<file path="src/rtl/gpio_irq_mux.sv">
module gpio_irq_mux #(
  parameter int NUM_PADS  = 96,
  parameter int IDX_SPACE = 256
) (
  input  logic                clk,
  input  logic                rst_n,
  input  logic [NUM_PADS-1:0] pads,
  input  logic                wr_en,
  input  logic [3:0]          addr,
  input  logic [31:0]         wdata,
  output logic [31:0]         rdata,
  output logic [7:0]          irq_out
);
  localparam int NCH = 8;
  localparam int SW  = $clog2(IDX_SPACE);
  localparam logic [SW:0] PAD_LIM = (SW+1)'(NUM_PADS);

  logic [NUM_PADS-1:0]     meta_q, sync_q;
  logic [IDX_SPACE-1:0]    pad_ext;
  logic [NCH-1:0][SW-1:0]  sel_q;
  logic [NCH-1:0]          edge_q, pol_q, pend_q, cond;

  wire aligned  = addr[1:0] == 2'd0;
  wire wr_sel_lo = wr_en && aligned && addr[3:2] == 2'd0;
  wire wr_sel_hi = wr_en && aligned && addr[3:2] == 2'd1;
  wire wr_mode   = wr_en && aligned && addr[3:2] == 2'd2;
  wire wr_clr    = wr_en && aligned && addr[3:2] == 2'd3;

  always_ff @(posedge clk or negedge rst_n)
    if (!rst_n) begin
      meta_q <= '0;
      sync_q <= '0;
    end else begin
      meta_q <= pads;
      sync_q <= meta_q;
    end

  always_comb begin
    pad_ext = '0;
    pad_ext[NUM_PADS-1:0] = sync_q;
  end

  for (genvar c = 0; c < NCH; c++) begin : g_ch
    localparam int BYTE = (c % 4) * 8;
    logic [SW-1:0] sel_r;
    logic          edge_r, pol_r, pend_r, hist_r, arm_r;

    wire           sel_wr  = (c < 4) ? wr_sel_lo : wr_sel_hi;
    wire [SW-1:0]  sel_new = wdata[BYTE +: SW];
    wire           mapped  = {1'b0, sel_r} < PAD_LIM;
    wire           chg     = (sel_wr && sel_new != sel_r) ||
                             (wr_mode && (wdata[c] != edge_r || wdata[16+c] != pol_r));

    assign cond[c]   = mapped & (pad_ext[sel_r] ^ pol_r);
    assign sel_q[c]  = sel_r;
    assign edge_q[c] = edge_r;
    assign pol_q[c]  = pol_r;
    assign pend_q[c] = pend_r;
    assign irq_out[c] = edge_r ? pend_r : cond[c];

    always_ff @(posedge clk or negedge rst_n)
      if (!rst_n) begin
        sel_r  <= '0;
        edge_r <= 1'b0;
        pol_r  <= 1'b0;
        pend_r <= 1'b0;
        hist_r <= 1'b0;
        arm_r  <= 1'b1;
      end else begin
        if (sel_wr) sel_r <= sel_new;
        if (wr_mode) begin
          edge_r <= wdata[c];
          pol_r  <= wdata[16+c];
        end
        if (chg) begin
          pend_r <= 1'b0;
          arm_r  <= 1'b1;
        end else begin
          hist_r <= cond[c];
          arm_r  <= 1'b0;
          if (edge_r && !arm_r && cond[c] && !hist_r) pend_r <= 1'b1;
          else if (wr_clr && wdata[c])                pend_r <= 1'b0;
        end
      end
  end

  always_comb begin
    rdata = '0;
    if (aligned)
      case (addr[3:2])
        2'd0: for (int i = 0; i < 4; i++) rdata[i*8 +: SW] = sel_q[i];
        2'd1: for (int i = 0; i < 4; i++) rdata[i*8 +: SW] = sel_q[i+4];
        2'd2: begin
          rdata[7:0]   = edge_q;
          rdata[23:16] = pol_q;
        end
        default: rdata[7:0] = pend_q;
      endcase
  end
endmodule


</file>
<file path="config.mk">
export PLATFORM = sky130hd
export DESIGN_NAME = gpio_irq_mux
export DESIGN_NICKNAME = d
export VERILOG_FILES = /design/src/rtl/gpio_irq_mux.sv
export SDC_FILE = /design/constraint.sdc
export NUM_CORES = 1
export LEC_CHECK = 0
export ABC_AREA = 0
export BUFFER_PORTS_ARGS = -buffer_cell sky130_fd_sc_hd__clkbuf_2
export CAP_MARGIN = 20
export CELL_PAD_IN_SITES_DETAIL_PLACEMENT = 1
export CELL_PAD_IN_SITES_GLOBAL_PLACEMENT = 1
export CORE_ASPECT_RATIO = 0.6
export CORE_UTILIZATION = 53
export DETAILED_ROUTE_END_ITERATION = 6
export PLACE_DENSITY = 0.86
export SYNTH_ARGS = -nofsm -noshare
export SYNTH_HDL_FRONTEND = slang
export SYNTH_SLANG_ARGS = --single-unit
</file>
<file path="constraint.sdc">
create_clock -name clk -period 4.2 [get_ports clk]
set_clock_uncertainty 0.15 [all_clocks]
set_input_delay 0.21 -clock clk [delete_from_list [all_inputs] [get_ports clk]]
set_output_delay 0.21 -clock clk [all_outputs]
set_load 0.01 [all_outputs]
</file>
## Word-level counts from Yosys, hierarchy flattened

Index checks and enable logic that the tools add are counted.

- Magnitude comparators: 16
- Equal/unequal tests: 27
- Mux-type cells: 61
- Bitwise operators: 16
- Reduce and logical (&&, ||, !) cells: 95

Operators by type and width:

| operator | count |
|---|---|
| 8-bit by 9-bit less-than comparator with 1-bit output (second input constant) | 8 |
| 1-bit binary-select mux with 8-bit select | 8 |
| 8-bit by 7-bit less-than comparator with 1-bit output (second input constant) | 8 |
| 8-bit inequality test | 8 |
| 1-bit logical AND | 53 |
| 1-bit 2-to-1 mux | 48 |
| 8-bit one-hot mux with 3 select lines | 2 |
| 32-bit 2-to-1 mux | 1 |
| 8-bit one-hot mux with 2 select lines | 2 |
| 3-bit nonzero test | 8 |
| 1-bit zero test | 16 |
| 1-bit logical OR | 16 |
| 1-bit inequality test | 16 |
| 1-bit bitwise AND | 8 |
| 1-bit XOR | 8 |
| 2-bit == test (second input constant) | 2 |
| 2-bit zero test | 2 |
| 2-bit by 1-bit == test with 1-bit output (second input constant) | 1 |

- Register bits: 296
- Input bits: 135

## Longest topological paths before layout

Gate-level depths: netlist (run 1).

- Depth in word-level cells: 8
- Gate-level depth with buffers: 9

## Worst setup path before layout (run 1)

Ideal clock, no wire load.

- Path kind: reg-to-output
- From: reg g_ch[4].sel_r[0]
- To: out irq_out[4]
- Data arrival time: 2.652 ns
- Setup slack: 1.188 ns
- Stages on the path, launching flop included: 9
- Path through: dfrtp_1 buf_2 buf_2 mux4_2 mux4_2 nand2_1 a21oi_1 o31a_1 o41ai_1

- Longest elaborated chain between the ends: 5

RTL lines:

| item | RTL line | text |
|---|---|---|
| start, declared | 45 | `logic [SW-1:0] sel_r;` |
| start signal, assigned | 70 | `if (sel_wr) sel_r <= sel_new;` |
| 1-bit binary-select mux with 8-bit select | 54 | `assign cond[c] = mapped & (pad_ext[sel_r] ^ pol_r);` |
| 1-bit 2-to-1 mux (not written as such) | 54 |  |
| 1-bit XOR | 54 |  |
| 1-bit bitwise AND * | 54 |  |
| 1-bit 2-to-1 mux * | 59 | `assign irq_out[c] = edge_r ? pend_r : cond[c];` |
| end, declared | 12 | `output logic [7:0] irq_out` |

Mark *: on every way between the ends. The rest lies on a longest branch, timed or not. The select of a mux whose other input is x is not followed.

## Final worst setup path (run 1)

Ends and elaborated chain as after synthesis.

==> results of run 1 <==
==> cell families after synthesis <==
kind of cell,after synthesis,synth area share (%)
buf+inv,147,3.64
mux,335,33.4
xor+xnor,80,4.02
simple gates,325,9.05
flops,296,42.5
compound gates,186,7.38
==> repair_timing <==
action,4_1_cts,5_1_grt
hold buffers,129,0
setup endpoints to repair,0,5
endpoints found under the hold margin,291,0
resized for setup,0,5
==> final cells by class <==
class,instances,area (um^2)
fillers,3164,11500
clock buffers,37,774
diodes,2,5.00
clock inverters,14,225
repair buffers,336,2470
flip-flops and latches,296,7430
inverters,23,86.3
multi-input cells,926,9390
well taps,424,531
==> report_power, final <==
part           switching, W  internal (W)
clock               0.00124       0.00157
sequential         0.000929       0.00318
combinational       0.00149       0.00177
total               0.00366       0.00652
==> sequential cells by signal, indices dropped and copies added (netlist names) <==
| name | flops |
|---|---|
| g_ch.arm_r | 8 |
| g_ch.edge_r | 8 |
| g_ch.hist_r | 8 |
| g_ch.pend_r | 8 |
| g_ch.pol_r | 8 |
| g_ch.sel_r | 64 |
| meta_q | 96 |
| sync_q | 96 |
==> through the flow <==
stage | utilization [%] | setup WS, ns | cells | instance area [um^2] | hold slack (ns)
after floorplan | - | 1.19 | 1369 | 17400 | -0.236
after global placement | 57.4 | 0.702 | 1876 | 18600 | 0.168
final | 64.5 | 0.167 | 2058 | 20900 | 0.109
after CTS | 64.5 | 0.0289 | 2056 | 20900 | 0.0882
after global routing | 64.5 | 0.0274 | 2057 | 20900 | 0.0983
after detailed placement | 57.4 | 0.673 | 1876 | 18600 | 0.170
==> worst paths after layout <==
check | from | cells after the start | end
worst max register to register | g_ch[1].sel_r[1] | 7 | g_ch[1].pend_r
worst max-delay path | g_ch[4].sel_r[0] | 7 | irq_out[4]
worst min-delay path | pads[48] | 2 | meta_q[48]
max in group asynchronous | rst_n | 3 | meta_q[87]
min in group asynchronous | rst_n | 2 | sync_q[72]
worst min register to register | meta_q[27] | 0 | sync_q[27]
==> cell usage after synthesis, types with 6 or more instances <==
| library cell | instances | area share [%] |
|---|---|---|
| nor3_1 | 17 | 0.49 |
| mux4_2 | 179 | 23 |
| a21o_1 | 10 | 0.43 |
| nor4_1 | 18 | 0.65 |
| a32o_1 | 6 | 0.34 |
| nand4_1 | 12 | 0.43 |
| buf_1 | 18 | 0.39 |
| dfstp_2 | 8 | 1.2 |
| or2_2 | 7 | 0.25 |
| mux2_2 | 39 | 2.5 |
| o31ai_1 | 12 | 0.52 |
| nor2b_1 | 12 | 0.43 |
| or3_1 | 13 | 0.47 |
| mux4_1 | 11 | 1.7 |
| a21oi_1 | 29 | 0.83 |
| nor3b_1 | 6 | 0.26 |
| and2_1 | 10 | 0.36 |
| nand3_1 | 19 | 0.55 |
| o21ai_0 | 47 | 1.3 |
| a31oi_1 | 8 | 0.29 |
| nand2_1 | 119 | 2.6 |
| a22oi_1 | 12 | 0.52 |
| buf_2 | 28 | 0.80 |
| nand2b_1 | 7 | 0.25 |
| xor2_1 | 46 | 2.3 |
| inv_1 | 21 | 0.45 |
| mux2i_1 | 106 | 6.1 |
| nor2_1 | 65 | 1.4 |
| dfrtp_1 | 288 | 41 |
| clkbuf_1 | 66 | 1.4 |
| o41ai_1 | 10 | 0.50 |
| xnor2_1 | 34 | 1.7 |
==> worst reg2reg max path, cell delays in order (launching register included) <==
cell	delay, ns
dfrtp_1	0.58
buf_4	0.36
mux4_2	0.37
mux4_2	0.49
a2bb2oi_1	0.15
a22oi_1	0.42
a2111oi_0	0.20
or3_1	0.41
==> metal layers <==
metal  GRT usage, %  share of wire (%)  vias to the layer above
li1               -                  -                     5711
met1           54.1                 37                     7516
met2           62.8                 46                     1133
met3           14.3                 14                      211
met4           14.1                3.5                        2
met5              0              0.021                        -
==> results.sh, run 1 <==
export IMPL_regToRegSetupSlack_ns=0.96
export IMPL_power_static_leakage_nw=8.74
export IMPL_number_of_warnings_reported_in_the_yosys_synthesis_log=0
export IMPL_wire_length_per_cell_after_detailed_routing_um=32.8
export IMPL_synth_enable_flop_cells=0
export IMPL_synth_async_sr_flop_share_pct=100
export IMPL_gp_routability_congestion=1.03
export IMPL_drt_pass1_iter_count=5
export IMPL_row_count=51
export IMPL_cpPeakStageDelay_ns=0.79
export IMPL_initial_core_util_pct=53.8
export IMPL_timing_max_slew_rel_slack_pct=30.6
export IMPL_synth_cell_types=66
export IMPL_critPathArrivalTime_ns=3.67
export IMPL_slew_viol_final=0
export IMPL_fp_dieW_um=236
export IMPL_max_slew_worst_pin_slew_ns=1.04
export IMPL_timing_critical_path_max_delay_family="multiplexers"
export IMPL_setup_viol=0
export IMPL_clk_pin_slew_worst_paths_ns=0.07
export IMPL_cts_tree="yes"
export IMPL_numCtsBuffers=28
export IMPL_vias=14573
export IMPL_syn2layout_area_growth_pct=19.9
export IMPL_port_buffers=174
export IMPL_rsz0062_at_grt="no"
export IMPL_syn_mean_instance_area_um2=12.7
export IMPL_layout_cells_most_common="dfrtp_1"
export IMPL_global_route_wire_length_before_repair_um=100000
export IMPL_largest_net_degree_at_the_start_of_global_routing=120
export IMPL_critical_path_required_ns=3.84
export IMPL_grt_pass1_vias=15519
export IMPL_worst_setup_path_end_kind="output port"
export IMPL_worst_setup_path_class="reg2out"
export IMPL_max_freq_ghz=0.248
export IMPL_hpwl_after_detailed_placement_um=45200
export IMPL_die_outline_area_mm2=0.0337
export IMPL_cts_sink_count=296
export IMPL_ant_nets=0
export IMPL_io_pins=175
export IMPL_postSynthNetCount=1504
export IMPL_ctsLongestPathBuffers=3
export IMPL_netlist_area_mm2=0.0174
export IMPL_status="finished, final reports clean"
export IMPL_start_kind="register"
export IMPL_path_cells="mux4_2, mux4_2, o21ai_0, a21oi_1, o31a_1, o41ai_1, clkbuf_2"
export IMPL_worstSkewPairLatency_ns=0.60
export IMPL_total_power_w=0.0102
export IMPL_coreArea_mm2=0.0324
export IMPL_h_tree_depth=1
export IMPL_slowest_stage="dfrtp_2"
export IMPL_yosysSeqAreaShare_pct=42.5
export IMPL_power_density_mw_per_mm2=487
export IMPL_power_ir_vdd_worst_mv=0.417
export IMPL_totalWireLength_um=67600
export IMPL_maxCapViolations=0
export IMPL_most_common_layout_cells="dfrtp_1, mux4_2, clkbuf_2, dlygate4sd3_1, nand2_1"
export IMPL_worst_path_buf_inv=1
export IMPL_final_net_count=1746
export IMPL_finalCritPeriodShare_pct=96.0
export IMPL_drt_iter0_markers=1742
export IMPL_worst_path_max_fanout=21
export IMPL_final_min_clock_period_ns=4.03
export IMPL_die_h_um=143
export IMPL_finalHoldViolations=0
export IMPL_grt_overflow=0
export IMPL_total_grt_usage_pct=40.7
export IMPL_synth_ff_type="dfrtp_1"
export IMPL_cts_post_setup_buffers_inserted=0
export IMPL_cp_common_cell="mux4_2"
export IMPL_netlist_instances=1369
export IMPL_cts_root_buf="clkbuf_16"
export IMPL_synthesis_stage_register_bit_count=296
export IMPL_vias_per_cell=7.08
export IMPL_initial_antenna_violation_count=2
export IMPL_setup_tns_ns=0
export IMPL_route_detailed_drc=0
export IMPL_hold_class="in2reg"
export IMPL_drive_above_1_share_pct=30.5
(Power assumes the default switching activity.)
==> inputs of run 2 (changes only) <==
--- a/config.mk
+++ b/config.mk
@@ -7,3 +7,3 @@
 export LEC_CHECK = 0
-export ABC_AREA = 0
+export ABC_AREA = 1
 export BUFFER_PORTS_ARGS = -buffer_cell sky130_fd_sc_hd__clkbuf_2
@@ -13,5 +13,5 @@
 export CORE_ASPECT_RATIO = 0.6
-export CORE_UTILIZATION = 53
+export CORE_UTILIZATION = 47
 export DETAILED_ROUTE_END_ITERATION = 6
-export PLACE_DENSITY = 0.86
+export PLACE_DENSITY = 0.87
 export SYNTH_ARGS = -nofsm -noshare
==> constraint.sdc (replaced) <==
create_clock -name clk -period 4.2 [get_ports clk]
set_clock_uncertainty 0.15 [all_clocks]
set_input_delay 0.42 -clock clk [delete_from_list [all_inputs] [get_ports clk]]
set_output_delay 0.42 -clock clk [all_outputs]
set_load 0.01 [all_outputs]
==> run 2 against run 1 <==
Cell area grew 2.8%. Total power grew 12%. Critical path type unchanged. Clock power grew 3%. Final cell count grew 69%. First-iteration DRC count grew 88%. Fmax shrank 2.1%. Via count grew 53%.
==> results.sh, run 2 <==
export IMPL_status="finished, final reports clean"
export IMPL_synth_enable_flop_cells=0
export IMPL_initial_antenna_violation_count=1
export IMPL_postSynthNetCount=2994
export IMPL_synth_async_sr_flop_share_pct=100
export IMPL_met1Wirelength_um=37800
export IMPL_grt_pass1_vias=22408
export IMPL_number_of_warnings_reported_in_the_yosys_synthesis_log=0
export IMPL_power_static_leakage_nw=10.4
export IMPL_synth_top_cell_area_share_pct=37.8
export IMPL_route_detailed_drc=0
export IMPL_ctsLongestPathBuffers=3
export IMPL_drt_pass1_iter_count=6
export IMPL_start_kind="register"
export IMPL_numCtsBuffers=28
export IMPL_setup_tns_ns=0
export IMPL_max_slew_worst_pin_slew_ns=1.13
export IMPL_h_tree_depth=1
export IMPL_hold_class="in2reg"
export IMPL_rsz0062_at_grt="no"
export IMPL_wire_length_per_cell_after_detailed_routing_um=27.1
export IMPL_most_common_library_cells_after_synthesis="nand2_1, nand3_1, dfrtp_1"
export IMPL_coreArea_mm2=0.0395
export IMPL_drive_above_1_share_pct=10.5
export IMPL_drt_iter0_markers=3280
export IMPL_initial_core_util_pct=48.3
export IMPL_power_ir_vdd_worst_mv=0.424
export IMPL_post_synth_top_area_cell="dfrtp_1"
export IMPL_netlist_top_cells_area="dfrtp_1, nand2_1, nand3_1, o21ai_0, buf_2"
export IMPL_setup_viol=0
export IMPL_syn2layout_area_growth_pct=12.7
export IMPL_netlist_area_mm2=0.0191
export IMPL_gp_routability_congestion=0.961
export IMPL_global_route_wire_length_before_repair_um=140000
export IMPL_vias_per_cell=6.41
export IMPL_path_cells="clkinv_2, nand2_1, nand3_1, nand3_1, nand2_1, nand2_1, nand3_1, nand3_1, nand2_1, nand2_1, nand2_1, nand2_1, nand2_1, nand3_1, o21ai_1, clkbuf_2"
export IMPL_final_min_clock_period_ns=4.12
export IMPL_worstSkewPairLatency_ns=0.63
export IMPL_topRoutingLayerUsed="met5"
export IMPL_cts_sink_count=296
export IMPL_synth_ff_type="dfrtp_1"
export IMPL_worst_path_max_fanout=47
export IMPL_die_outline_area_mm2=0.0415
export IMPL_worst_path_buf_inv=2
export IMPL_cpPeakStageDelay_ns=0.62
export IMPL_clk_pin_slew_worst_paths_ns=0.08
export IMPL_port_buffers=174
export IMPL_worst_setup_path_class="reg2out"
export IMPL_route_met2_wl_um=38600
export IMPL_timing_max_slew_rel_slack_pct=24.4
export IMPL_netlist_instances=2859
export IMPL_yosys_cell_count_top_type="nand2_1"
export IMPL_cp_common_cell="nand2_1"
export IMPL_slowest_stage="clkinv_2"
export IMPL_placed_cells=3314
export IMPL_slew_viol_final=0
export IMPL_layout_top_registers="meta_q x96, sync_q x96, g_ch.sel_r x64"
export IMPL_totalWireLength_um=94000
export IMPL_finalCritPeriodShare_pct=98.0
export IMPL_yosysSeqAreaShare_pct=38.9
export IMPL_syn_mean_instance_area_um2=6.68
export IMPL_instances_no_fill=3474
export IMPL_hpwl_after_detailed_placement_um=61100
export IMPL_most_common_layout_cells="nand2_1, nand3_1, dfrtp_1, clkbuf_2, o21ai_0"
export IMPL_routed_wl_met3_um=13200
export IMPL_critical_path_required_ns=3.63
export IMPL_total_grt_usage_pct=45.5
export IMPL_max_freq_ghz=0.243
export IMPL_power_density_mw_per_mm2=528
export IMPL_ant_nets=0
export IMPL_die_h_um=158
export IMPL_timing_critical_path_max_delay_family="simple AND/OR/NAND/NOR gates"
export IMPL_worst_setup_path_end_kind="output port"
export IMPL_final_net_count=3064
export IMPL_maxCapViolations=0
export IMPL_largest_net_degree_at_the_start_of_global_routing=91
export IMPL_cts_tree="yes"
export IMPL_row_count=56
export IMPL_layout_cells_most_common="nand2_1"
export IMPL_fin_hold_ws_ns=0.0248
export IMPL_synth_cell_types=34
export IMPL_grt_overflow=0
export IMPL_synthesis_stage_register_bit_count=296
export IMPL_critPathArrivalTime_ns=3.55
export IMPL_vias=22280
export IMPL_filler_cell_count=5114
export IMPL_cts_root_buf="clkbuf_16"
export IMPL_cts_post_setup_buffers_inserted=0
export IMPL_io_pins=175
export IMPL_fp_dieW_um=262
export IMPL_finalHoldViolations=0
==> run 2: final cells by class <==
| cell class | instances | area (um^2) | share of cell area (%) |
|---|---|---|---|
| Antenna cell | 1 | 2.50 | 0.0116 |
| Clock buffer | 35 | 767 | 3.57 |
| Clock inverter | 17 | 238 | 1.11 |
| Inverter | 136 | 522 | 2.43 |
| Multi-Input combinational cell | 2148 | 9640 | 44.8 |
| Sequential cell | 296 | 7420 | 34.5 |
| Tap cell | 522 | 653 | 3.04 |
| Timing Repair Buffer | 319 | 2270 | 10.6 |
==> run 2: stage by stage <==
step                power [W]  instance area, um^2  setup WS [ns]  util [%]
global route           0.0119                21500        0.00314      54.4
detailed placement    0.00812                19400          0.553      49.1
finish                 0.0114                21500         0.0820      54.4
floorplan             0.00674                19100           1.99         -
CTS                    0.0111                21500         0.0576      54.4
global placement      0.00789                19400          0.585      49.1
==> run 2: layer usage <==
layer,global-route usage [%],up-vias
met5,0,-
met1,62.1,10928
met4,19.1,2
met2,65.6,1580
met3,15.0,407
li1,-,9363
==> run 2: where the power goes <==
part / leakage [nW] / total (W) / switching, W / internal, W
Clock: 0.480 / 0.00287 / 0.00131 / 0.00156
Combinational: 6.45 / 0.00459 / 0.00321 / 0.00138
Sequential: 3.47 / 0.00390 / 0.000707 / 0.00319
==> run 2: cells by family after synthesis <==
family | Yosys count | share of synthesized area, %
buf+inv | 415 | 10.7
compound gates | 341 | 9.55
flops | 296 | 38.9
xor+xnor | 40 | 1.84
simple gates | 1767 | 39.1
==> run 2: worst paths after layout <==
| kind | slack, ns | from | depth (start not counted) | endpoint |
|---|---|---|---|---|
| worst min-delay path | 0.02 | wdata[29] | 3 | g_ch[7].sel_r[5] |
| worst max-delay path | 0.08 | g_ch[6].sel_r[0] | 16 | irq_out[6] |
| worst min register to register | 0.19 | meta_q[12] | 0 | sync_q[12] |
| min in group asynchronous | 0.33 | rst_n | 2 | meta_q[27] |
| worst max register to register | 1.14 | g_ch[6].sel_r[0] | 15 | g_ch[6].pend_r |
| max in group asynchronous | 2.62 | rst_n | 3 | g_ch[7].arm_r |
==> run 2: repair_timing <==
item                                    CTS  global route
endpoints found under the setup margin    1             3
resized for setup                         1             4
endpoints found under the hold margin   197             0
hold buffers                            107             0
==> run 2: worst register-to-register path: cells and delay by family, from the launching register on <==
family,cells,cell delay (ns)
and+or+nand+nor,14,1.73
buffers and inverters,1,0.62
DFF,1,0.43
==> inputs of run 3 (changes only) <==
Settings changed: RECOVER_POWER from default to 50.
==> run 3 against run 2 <==
The flow now finishes with violations (design-rule violations, max-capacitance violations, max-slew violations). Cell area fell by 0.23%. Combinational power hardly changed. Global-route usage is the same. Die area stayed put. Non-clock buffer count is the same. Wire length increased by 0.28%. Worst setup slack improved by 0.010 ns. Fmax up 0.25%. Largest cell class unchanged. Largest power group unchanged.
==> results.sh, run 3 (synthesis results as in run 2) <==
export IMPL_max_slew_worst_pin_slew_ns=2.62
export IMPL_initial_antenna_violation_count=1
export IMPL_final_net_count=3064
export IMPL_die_outline_area_mm2=0.0415
export IMPL_total_grt_usage_pct=45.5
export IMPL_timing_max_slew_rel_slack_pct=-74.5
export IMPL_switching_share_pct=46.1
export IMPL_fp_dieW_um=262
export IMPL_status="complete, but fails checks"
export IMPL_finalHoldViolations=0
export IMPL_power_density_mw_per_mm2=530
export IMPL_ant_nets=0
export IMPL_met1Wirelength_um=38000
export IMPL_power_switching_w=0.00525
export IMPL_most_common_layout_cells="nand2_1, nand3_1, dfrtp_1, o21ai_0, clkbuf_2"
export IMPL_setup_tns_ns=0
export IMPL_vias=22406
export IMPL_grt_pass1_vias=22408
export IMPL_power_static_leakage_nw=10.3
export IMPL_placed_cells=3314
export IMPL_coreArea_mm2=0.0395
export IMPL_grt_overflow=0
export IMPL_rsz0062_at_grt="no"
export IMPL_instances_no_fill=3474
export IMPL_slew_viol_final=89
export IMPL_finalCritPeriodShare_pct=97.8
export IMPL_cts_sink_count=296
export IMPL_die_h_um=158
export IMPL_final_min_clock_period_ns=4.11
export IMPL_totalWireLength_um=94300
export IMPL_critPathArrivalTime_ns=3.54
export IMPL_topRoutingLayerUsed="met5"
export IMPL_route_met2_wl_um=39000
export IMPL_row_count=56
export IMPL_global_route_wire_length_before_repair_um=140000
export IMPL_worst_setup_path_end_kind="output port"
export IMPL_vias_per_cell=6.45
export IMPL_largest_net_degree_at_the_start_of_global_routing=91
export IMPL_fin_hold_ws_ns=0.0268
export IMPL_setup_viol=0
export IMPL_drt_pass1_iter_count=7
export IMPL_ctsLongestPathBuffers=3
export IMPL_start_kind="register"
export IMPL_power_share_sequential_pct=34.3
export IMPL_intPower_w=0.00613
export IMPL_power_clock_fraction_pct=25.3
export IMPL_cts_post_setup_buffers_inserted=0
export IMPL_route_detailed_drc=7
export IMPL_maxCapViolations=1
export IMPL_routed_wl_met3_um=13100
export IMPL_wire_length_per_cell_after_detailed_routing_um=27.1
export IMPL_worst_path_max_fanout=47
export IMPL_worst_setup_path_class="reg2out"
export IMPL_cts_tree="yes"
export IMPL_hpwl_after_detailed_placement_um=61100
export IMPL_cts_root_buf="clkbuf_16"
export IMPL_critical_path_required_ns=3.63
export IMPL_gp_routability_congestion=0.961
export IMPL_layout_top_registers="meta_q x96, sync_q x96, g_ch.sel_r x64"
export IMPL_drive_above_1_share_pct=9.86
export IMPL_worstSkewPairLatency_ns=0.63
export IMPL_port_buffers=174
export IMPL_hold_class="in2reg"
export IMPL_numCtsBuffers=28
export IMPL_filler_cell_count=5132
export IMPL_h_tree_depth=1
export IMPL_max_freq_ghz=0.243
export IMPL_regToRegSetupSlack_ns=1.15
export IMPL_layout_cells_most_common="nand2_1"
export IMPL_initial_core_util_pct=48.3
export IMPL_clk_pin_slew_worst_paths_ns=0.08
export IMPL_syn2layout_area_growth_pct=12.4
export IMPL_drt_iter0_markers=3143
export IMPL_failing_checks="design-rule violations, max-capacitance violations, max-slew violations"
export IMPL_io_pins=175
export IMPL_logic_gate_share_of_total_power_pct=40.4
export IMPL_power_ir_vdd_worst_mv=0.424
## run 3: final timing paths
check	start	end	depth (start not counted)
setup / recovery	g_ch[6].sel_r[0]	irq_out[6]	16
hold / removal	wdata[29]	g_ch[7].sel_r[5]	3
setup reg to reg	g_ch[6].sel_r[0]	g_ch[6].pend_r	15
hold reg to reg	meta_q[12]	sync_q[12]	0
max in group asynchronous	rst_n	sync_q[34]	3
min in group asynchronous	rst_n	meta_q[27]	2
## run 3: critical path, cell delays in order, from the launching register on
cell and delay (ns):
dfrtp_1 0.42, clkinv_2 0.62, nand2_1 0.32, nand3_1 0.14, nand3_1 0.19, nand2_1 0.09, nand2_1 0.08, nand3_1 0.09
nand3_1 0.10, nand2_1 0.14, nand2_1 0.13, nand2_1 0.07, nand2_1 0.08, nand2_1 0.11, nand3_1 0.09, o21ai_1 0.07
clkbuf_2 0.14
## run 3: per-layer routing
layer,vias to the layer above,global-route usage [%]
met3,377,15.0
met5,-,0
met4,2,19.1
met1,11065,62.1
met2,1595,65.6
li1,9367,-
## run 3: repair_timing
item	4_1_cts	5_1_grt
resized for setup	1	4
hold endpoints to repair	197	0
setup endpoints to repair	1	3
hold buffers	107	0
## run 3: cell type report
class / count / area, um^2 / area share, %
Clock buffer: 35 / 767 / 3.57
Tap cell: 522 / 653 / 3.04
Inverter: 136 / 522 / 2.43
Timing Repair Buffer: 319 / 2220 / 10.4
Multi-Input combinational cell: 2148 / 9640 / 44.9
Antenna cell: 1 / 2.50 / 0.0117
Clock inverter: 17 / 238 / 1.11
Sequential cell: 296 / 7420 / 34.6
## run 3: power by group through the flow
stage / sequential (W) / combinational [W] / clock (W)
2_1_floorplan: 0.00341 / 0.00333 / 0
3_3_place_gp: 0.00384 / 0.00405 / 0
3_5_place_dp: 0.00387 / 0.00426 / 0
4_1_cts: 0.00382 / 0.00440 / 0.00284
5_1_grt: 0.00389 / 0.00499 / 0.00298
6_report: 0.00390 / 0.00460 / 0.00288
## run 3: stage by stage
stage	power [W]	utilization (%)	setup WS (ns)	cell area, um^2
floorplan	0.00674	-	1.99	19100
global placement	0.00789	49.1	0.585	19400
detailed placement	0.00812	49.1	0.553	19400
CTS	0.0111	54.4	0.0576	21500
global route	0.0119	54.3	0.00314	21500
finish	0.0114	54.3	0.0922	21500
